$ cat src/rtl/fc_pkg.sv
package fc_pkg;

    typedef enum logic [1:0] {
        PS_IDLE,
        PS_REQ_HI,
        PS_HELD,
        PS_REQ_ZERO
    } pause_st_e;

    localparam int EN_ANY  = 0;
    localparam int EN_ADDR = 1;
    localparam int EN_BC   = 2;
    localparam int EN_MC   = 3;

endpackage

$ cat src/rtl/fc_level_cmp.sv
module fc_level_cmp #(
    parameter int LVL_W = 16
) (
    input  logic [LVL_W-1:0] fifo_bytes,
    input  logic [7:0]       hi_thr,
    input  logic [7:0]       lo_thr,
    output logic             at_hi,
    output logic             below_lo
);
    localparam int UW = (LVL_W - 6 > 8) ? LVL_W - 6 : 8;

    logic [UW-1:0] units_w;

    always_comb begin
        units_w  = UW'(fifo_bytes >> 6);
        at_hi    = units_w >= UW'(hi_thr);
        below_lo = units_w <  UW'(lo_thr);
    end
endmodule

$ cat src/rtl/fc_pause_ctl.sv
module fc_pause_ctl
    import fc_pkg::*;
#(
    parameter int PT_W = 16
) (
    input  logic            clk,
    input  logic            rst_n,
    input  logic            fc_on,
    input  logic            at_hi,
    input  logic            below_lo,
    input  logic [PT_W-1:0] cfg_pause_time,
    input  logic            pause_ack,
    output logic            pause_req,
    output logic [PT_W-1:0] pause_time
);
    typedef struct packed {
        pause_st_e       st;
        logic            sent;
        logic [PT_W-1:0] ptime;
    } pst_t;

    pst_t ps_d, ps_q;

    always_comb begin
        ps_d = ps_q;
        if (!fc_on) begin
            ps_d.st    = PS_IDLE;
            ps_d.sent  = 1'b0;
            ps_d.ptime = '0;
        end else begin
            unique case (ps_q.st)
                PS_IDLE: if (at_hi && !ps_q.sent) begin
                    ps_d.st    = PS_REQ_HI;
                    ps_d.ptime = cfg_pause_time;
                end
                PS_REQ_HI: if (pause_ack) begin
                    ps_d.st   = PS_HELD;
                    ps_d.sent = 1'b1;
                end
                PS_HELD: if (below_lo) begin
                    ps_d.st    = PS_REQ_ZERO;
                    ps_d.ptime = '0;
                end
                PS_REQ_ZERO: if (pause_ack) begin
                    ps_d.st   = PS_IDLE;
                    ps_d.sent = 1'b0;
                end
                default: ps_d.st = PS_IDLE;
            endcase
        end
    end

    always_ff @(posedge clk or negedge rst_n) begin
        if (!rst_n) ps_q <= '{st: PS_IDLE, sent: 1'b0, ptime: '0};
        else        ps_q <= ps_d;
    end

    assign pause_req  = (ps_q.st == PS_REQ_HI) || (ps_q.st == PS_REQ_ZERO);
    assign pause_time = ps_q.ptime;

    assert_req_hold_R3: assert property (@(posedge clk) disable iff (!rst_n)
        (pause_req && !pause_ack && fc_on) |=> pause_req);

    assert_zero_after_sent_R5: assert property (@(posedge clk) disable iff (!rst_n)
        (ps_q.st == PS_HELD && below_lo && fc_on) |=> (pause_req && pause_time == '0));

    assert_off_no_req_R10: assert property (@(posedge clk) disable iff (!rst_n)
        !fc_on |=> (!pause_req && !ps_q.sent));
endmodule

$ cat src/rtl/fc_jam_timer.sv
module fc_jam_timer
    import fc_pkg::*;
#(
    parameter int JAM_UNIT = 8
) (
    input  logic       clk,
    input  logic       rst_n,
    input  logic       full_duplex,
    input  logic       at_hi,
    input  logic [3:0] cfg_en,
    input  logic [3:0] cfg_jam_code,
    input  logic       rx_preamble,
    input  logic       rx_frame_valid,
    input  logic       rx_addr_hit,
    input  logic       rx_bcast,
    input  logic       rx_mcast,
    output logic       jam
);
    localparam int CNT_W = $clog2(16 * JAM_UNIT + 1);

    typedef struct packed {
        logic [CNT_W-1:0] cnt;
    } jst_t;

    jst_t js_d, js_q;
    logic class_hit, trig;
    logic [CNT_W-1:0] load_val;

    always_comb begin
        class_hit = (cfg_en[EN_ADDR] && rx_addr_hit) ||
                    (cfg_en[EN_BC]   && rx_bcast)    ||
                    (cfg_en[EN_MC]   && rx_mcast);
        if (cfg_en[EN_ANY]) trig = rx_preamble && at_hi;
        else                trig = rx_frame_valid && class_hit && at_hi;
        load_val = CNT_W'((32'(cfg_jam_code) + 1) * JAM_UNIT);

        js_d = js_q;
        if (full_duplex)          js_d.cnt = '0;
        else if (trig)            js_d.cnt = load_val;
        else if (js_q.cnt != '0)  js_d.cnt = js_q.cnt - 1'b1;
    end

    always_ff @(posedge clk or negedge rst_n) begin
        if (!rst_n) js_q <= '{cnt: '0};
        else        js_q <= js_d;
    end

    assign jam = js_q.cnt != '0;

    assert_no_jam_full_R6: assert property (@(posedge clk) disable iff (!rst_n)
        full_duplex |=> !jam);

    assert_jam_countdown_R7: assert property (@(posedge clk) disable iff (!rst_n)
        (js_q.cnt > 1 && !trig && !full_duplex) |=> (js_q.cnt == $past(js_q.cnt) - 1'b1));

    assert_no_start_low_R9: assert property (@(posedge clk) disable iff (!rst_n)
        (!jam && !at_hi) |=> !jam);
endmodule

$ cat src/rtl/rx_flow_ctl.sv
module rx_flow_ctl
    import fc_pkg::*;
#(
    parameter int LVL_W    = 16,
    parameter int PT_W     = 16,
    parameter int JAM_UNIT = 8
) (
    input  logic             clk,
    input  logic             rst_n,
    input  logic [LVL_W-1:0] fifo_bytes,
    input  logic             full_duplex,
    input  logic [7:0]       cfg_hi_thr,
    input  logic [7:0]       cfg_lo_thr,
    input  logic [3:0]       cfg_jam_code,
    input  logic [3:0]       cfg_en,
    input  logic [PT_W-1:0]  cfg_pause_time,
    input  logic             rx_preamble,
    input  logic             rx_frame_valid,
    input  logic             rx_addr_hit,
    input  logic             rx_bcast,
    input  logic             rx_mcast,
    input  logic             pause_ack,
    output logic             pause_req,
    output logic [PT_W-1:0]  pause_time,
    output logic             jam
);
    logic at_hi, below_lo, fc_on;

    assign fc_on = full_duplex && cfg_en[EN_ANY];

    fc_level_cmp #(.LVL_W(LVL_W)) u_cmp (
        .fifo_bytes (fifo_bytes),
        .hi_thr     (cfg_hi_thr),
        .lo_thr     (cfg_lo_thr),
        .at_hi      (at_hi),
        .below_lo   (below_lo)
    );

    fc_pause_ctl #(.PT_W(PT_W)) u_pause (
        .clk            (clk),
        .rst_n          (rst_n),
        .fc_on          (fc_on),
        .at_hi          (at_hi),
        .below_lo       (below_lo),
        .cfg_pause_time (cfg_pause_time),
        .pause_ack      (pause_ack),
        .pause_req      (pause_req),
        .pause_time     (pause_time)
    );

    fc_jam_timer #(.JAM_UNIT(JAM_UNIT)) u_jam (
        .clk            (clk),
        .rst_n          (rst_n),
        .full_duplex    (full_duplex),
        .at_hi          (at_hi),
        .cfg_en         (cfg_en),
        .cfg_jam_code   (cfg_jam_code),
        .rx_preamble    (rx_preamble),
        .rx_frame_valid (rx_frame_valid),
        .rx_addr_hit    (rx_addr_hit),
        .rx_bcast       (rx_bcast),
        .rx_mcast       (rx_mcast),
        .jam            (jam)
    );

    assert_half_no_pause_R11: assert property (@(posedge clk) disable iff (!rst_n)
        !full_duplex |=> !pause_req);
endmodule

$ cat config.mk
export PLATFORM = sky130hd
export DESIGN_NAME = rx_flow_ctl
export DESIGN_NICKNAME = d
export VERILOG_FILES = /design/src/rtl/fc_pkg.sv /design/src/rtl/fc_level_cmp.sv /design/src/rtl/fc_pause_ctl.sv /design/src/rtl/fc_jam_timer.sv /design/src/rtl/rx_flow_ctl.sv
export SDC_FILE = /design/constraint.sdc
export NUM_CORES = 1
export LEC_CHECK = 0
export CAP_MARGIN = 20
export CORE_ASPECT_RATIO = 0.7
export CORE_UTILIZATION = 30
export CTS_CLUSTER_DIAMETER = 150
export DETAILED_ROUTE_END_ITERATION = 12
export DONT_BUFFER_PORTS = 1
export PLACE_DENSITY = 0.46
export SLEW_MARGIN = 0
export SYNTH_ARGS = -nofsm -noshare
export SYNTH_HDL_FRONTEND = slang
export SYNTH_SLANG_ARGS = --single-unit
$ cat constraint.sdc
create_clock -name clk -period 4.33 [get_ports clk]
set_clock_uncertainty 0.2 [all_clocks]
set_input_delay 0.433 -clock clk [delete_from_list [all_inputs] [get_ports clk]]
set_output_delay 0.433 -clock clk [all_outputs]
set_load 0.05 [all_outputs]
-- Yosys cells after proc, flatten, opt, wreduce, memory -nomap -nowiden
Index checks and enable logic that the tools add are counted.
- add/subtract/negate cells: 2
- $lt $le $gt $ge: 2
- equality and inequality tests: 9
- mux-type cells: 14
- reductions and logical operators: 18
- operator list (kind ; number):
    16-bit 2-to-1 mux ; 2
    16-bit case mux with 2 select lines ; 1
    8-bit 2-to-1 mux ; 3
    19-bit 2-to-1 mux ; 1
    3-bit != test (second input constant) ; 6
    10-bit by 8-bit greater-or-equal comparator with 1-bit output ; 1
    10-bit by 8-bit less-than comparator with 1-bit output ; 1
    1-bit logical AND ; 8
    2-bit case mux with 4 select lines ; 1
    8-bit nonzero test ; 1
    8-bit by 1-bit subtractor with 8-bit output (second input constant) ; 1
    3-bit 2-to-1 mux ; 2
    3-bit AND reduction ; 2
    4-bit by 1-bit adder with 5-bit output (second input constant) ; 1
    2-bit equality test (second input constant) ; 2
    2-bit 2-to-1 mux ; 2
    4-bit AND reduction ; 1
    1-bit logical OR ; 3
    3-bit nonzero test ; 1
    2-bit by 1-bit equality test with 1-bit output (second input constant) ; 1
    2-bit logical NOT ; 1
    1-bit case mux with 2 select lines ; 1
    1-bit logical NOT ; 1
    1-bit 2-to-1 mux ; 1
- register bits after elaboration: 27
- input port bits: 65
- output and inout bits: 18
- logic and storage cells: 49

-- Logic depth before layout (Yosys ltp)
- depth after elaboration: 8
- mapped depth: 9
- gate-level depth less buffers: 8

-- Hierarchy
Synthesis repeated with hierarchy kept, for this count alone.
- cell total of the unflattened synthesis: 222
- area, all modules: 2042.0 um2
- by module, submodules not included (module ; times used ; cells an instance ; area an instance (um2) ; sequential area each (um2)):
    fc_pause_ctl ; 1 ; 112 ; 1103.6 ; 475.5
    fc_jam_timer ; 1 ; 61 ; 570.5 ; 200.2
    fc_level_cmp ; 1 ; 48 ; 361.6 ; 0.0
    rx_flow_ctl ; 1 ; 1 ; 6.3 ; 0.0

-- Worst setup path before layout
Ideal clock, no wire load.
- path type: input to register
- start point: input cfg_lo_thr[3]
- end point: register u_pause.ps_q, in the netlist u_pause.pause_time[10]
- data arrival time: 2.161 ns
- path slack: 1.890 ns
- cell stages on the path: 9
- path through: inv_1 ha_1 a211o_1 a21oi_2 o21ai_1 nor2b_4 a2111oi_4 buf_8 mux2i_1
- word-level cells in the longest chain between the ends: 3
- RTL lines (what ; line ; source):
    start, declared ; rx_flow_ctl.sv:13 ; input logic [7:0] cfg_lo_thr,
    10-bit by 8-bit less-than comparator with 1-bit output ; fc_level_cmp.sv:17 ; below_lo = units_w < UW'(lo_thr);
    3-bit != test (no line) ; -- ;
    3-bit AND reduction (no line) ; -- ;
    end signal, assigned ; fc_pause_ctl.sv:54 ; if (!rst_n) ps_q <= '{st: PS_IDLE, sent: 1'b0, ptime: '0};
    end signal, assigned ; fc_pause_ctl.sv:55 ; else ps_q <= ps_d;
    end, declared ; fc_pause_ctl.sv:22 ; pst_t ps_d, ps_q;
Every way passes these cells.
A chain may end at the register's enable or synchronous reset.

-- Worst setup path in the final report
- start point: register u_jam.js_q[0] (netlist bit)
- end point: output jam
- word-level cells in the longest chain between the ends: 1
- RTL lines (what ; line ; source):
    start, declared ; fc_jam_timer.sv:25 ; jst_t js_d, js_q;
    start signal, assigned ; fc_jam_timer.sv:44 ; if (!rst_n) js_q <= '{cnt: '0};
    start signal, assigned ; fc_jam_timer.sv:45 ; else js_q <= js_d;
    8-bit nonzero test ; fc_jam_timer.sv:48 ; assign jam = js_q.cnt != '0;
    end, declared ; rx_flow_ctl.sv:25 ; output logic jam
Every way passes these cells.

==> impl_metrics.csv <==
group,metric,value,unit
layout,nNetsFinal,303,
placement,hpwl,3265,um
power_and_ir_drop,powerDensity,400.9,nW/um2
sta,timing_hold_violations_final,0,
worst_setup_path,critPathArrivalTime,1.93,ns
placement,dpl_worst_slack,1.556,ns
worst_setup_path,slowest_stage,"or4_1",
cts,clock-sinks,27,
placement,placedInstanceArea,1992,um2
synthesis,synth_area_per_cell,8.863,um2
grt,grt_pass1_vias,1408,
cts,post_cts_buffers,0,
worst_setup_path,crit_chain,"inv_1, ha_1, nand3b_1, or4_1",
placement,gp_congestion,0.7377,
worst_hold_path,hp-class,"in -> reg",
cts,clock_path_buffers,2,
power_and_ir_drop,ir_drop,0.1542,mV
layout,area_delta_synth_final,3.344,%
layout,final_area,2088,um2
synthesis,synthCells,228,
detailed_routing,vias,1404,
sta,slew_headroom,31.16,%
synthesis,syn_nets,314,
worst_setup_path,path_buf_inv,1,
synthesis,yosysWarnings,0,
worst_setup_path,worst_setup_path_start_kind,"flop",
floorplan,ios,83,
floorplan,rows,24,
synthesis,synth_cell_type_count,39,
run,cap_violations,0,
sta,worst_slack,1.771,ns
grt,antenna_found_initial,0,
floorplan,die_h,70.67,um
detailed_routing,wl,4272,um
worst_setup_path,crit_family,"simple AND/OR/NAND/NOR gates",
detailed_routing,firstDrtPassIters,4,
sta,rsz0062_at_grt,"no",
cts,cts_resized,0,
detailed_routing,via_per_inst,4.573,
worst_setup_path,cp.required,3.70,ns
sta,maxSlewViolCount,0,
floorplan,die_area,7073,um2
cts,root_buffer,"clkbuf_8",
grt,grt_pass1_wl,7134,um
floorplan,start_util,31.74,%
cts,numCtsBuffers,3,
detailed_routing,avgRoutedWirePerCell,13.92,um
grt,grt_use_total,12.78,%
placement,io_buffers,0,
synthesis,synth-seq-area-share,33.44,%
synthesis,synth_ff_type,"dfrtp_1",
detailed_routing,drtAntennaViolNets,0,
worst_setup_path,slowest_delay,0.78,ns
floorplan,fp.dieW,100.1,um
cts,htree_levels,1,
synthesis,synthesis.area,2021,um2
layout,drive_gt1_share,6.944,%
worst_setup_path,reg2reg_setup_slack,1.94,ns
synthesis,synth_area_leader_cell,"dfrtp_1",
detailed_routing,drc_errors,0,
floorplan,core,6366,um2
worst_setup_path,path_class,"reg -> out",
sta,setup_viol,0,
layout,instances_no_fill,307,
synthesis,ys_top_cells_by_area,"dfrtp_1, ha_1, mux2i_1, nand2_1, buf_4",
synthesis,synth_edf_count,0,
worst_setup_path,cp_max_fo,6,
sta,finalCriticalPeriod,2.559,ns
cts,clkTransAtPathRegs,0.10,ns
placement,dp.cells,299,
sta,worst_pin_slew,1.029,ns
detailed_routing,drt_iter0_markers,54,
outcome,outcome,"completed",
sta,fmax,390.8,MHz
cts,cts_tree,"built",
synthesis,synth_seq_cells,27,
power_and_ir_drop,leakagePower,1.017,nW
worst_setup_path,crit_path_end_kind,"output port",
sta,setup_tns,0,ns
sta,fin_crit_sh,59.10,%
cts,clk_latency,0.27,ns
grt,grt_max_degree,28,
layout,antennaDiodeCount,0,
layout,final_util,32.80,%
synthesis,synth_top_area_share,33.44,%
grt,overflow,0,
synthesis,async_flop_share,100.0,%
==> cells in the final DEF (no fill, tap or decap), types with 2 or more instances in the layout <==
master,instances
mux2i_1,20
nand3_1,4
clkbuf_8,3
dfrtp_1,27
o21ai_0,4
a222oi_1,2
mux2_2,2
a211oi_1,5
ha_1,21
nor3_1,2
nand2_1,42
inv_1,20
a21oi_1,9
o21ai_1,2
xnor2_1,2
dlygate4sd3_1,3
nor2_1,17
o31ai_1,2
nand2b_1,4
nand4_1,3
xor2_1,2
==> synthesized netlist by cell type, drive strengths merged (3+ instances only) <==
library cell	number
a211oi	5
a21oi	10
buf	17
clkbuf	4
dfrtp	27
ha	21
inv	20
mux2i	20
nand2	42
nand2b	4
nand3	4
nand4	3
nor2	18
o21ai	7
==> worst reg2reg max path, cell delays in order, from the launching register on <==
cell and delay (ns):
dfrtp_1 0.38, inv_1 0.08, ha_1 0.20, or2_2 0.42, a222oi_1 0.35, nor2_1 0.07, a211oi_1 0.38, mux2i_1 0.24
==> cell type report <==
cell class,instances,area [um2]
clock buffer,3,41.29
clock inverter,1,5.005
fill,699,4278
inverter,20,75.07
multi-input combinational,160,1120
sequential,27,675.6
tap,91,113.9
timing repair buffer,5,57.56
==> per-stage QoR <==
stage	hold WS [ns]	total power, mW
after global routing	0.002750	0.9029
after floorplan	-0.06259	0.6536
after CTS	0.0001213	0.8501
final	0.006641	0.8371
after global placement	-0.06179	0.6904
after detailed placement	-0.06172	0.6894
==> power breakdown <==
| group | internal, mW | switching, mW | leakage (nW) | total, mW |
|---|---|---|---|---|
| sequential | 0.290 | 0.0723 | 0.365 | 0.362 |
| clock | 0.0645 | 0.0801 | 0.0255 | 0.145 |
| combinational | 0.138 | 0.193 | 0.627 | 0.330 |
==> logic make-up after synthesis <==
family / after synthesis / share of synthesized area, %
AOI/OAI and AO/OA: 32 / 11.58
xor gates and xnor gates: 4 / 1.734
adders and majority gates: 21 / 13.00
buffers and inverters: 41 / 11.15
DFF: 27 / 33.44
muxes: 22 / 11.02
and+or+nand+nor: 81 / 18.08
==> flip-flops by register name (all words and copies together), names as in the netlist <==
name	cells
u_pause.pause_time	16
u_jam.js_q	8
u_pause.ps_q	3
==> path summary, 6_finish.rpt <==
check / from / to / cells after the start
min reg2reg: u_jam.js_q[1] / u_jam.js_q[1] / 2
max in group asynchronous: rst_n / u_pause.pause_time[2] / 2
max: u_jam.js_q[0] / jam / 4
min in group asynchronous: rst_n / u_pause.pause_time[14] / 2
min: full_duplex / u_jam.js_q[5] / 1
max reg2reg: u_pause.ps_q[18] / u_pause.ps_q[17] / 7
==> what timing repair did <==
item | in CTS | in global routing
hold buffers | 3 | 1
setup endpoints to repair | 0 | 0
hold endpoints to repair | 29 | 1
==> layer usage <==
layer / GRT usage [%] / part of all wire (%) / vias to the layer above
li1: - / - / 735
met1: 19.22 / 52 / 634
met2: 17.78 / 40 / 33
met3: 4.150 / 7.2 / 2
met4: 2.415 / 0.35 / 0
met5: 0 / 0 / -
No activity file was read; power rests on OpenSTA's default activity.
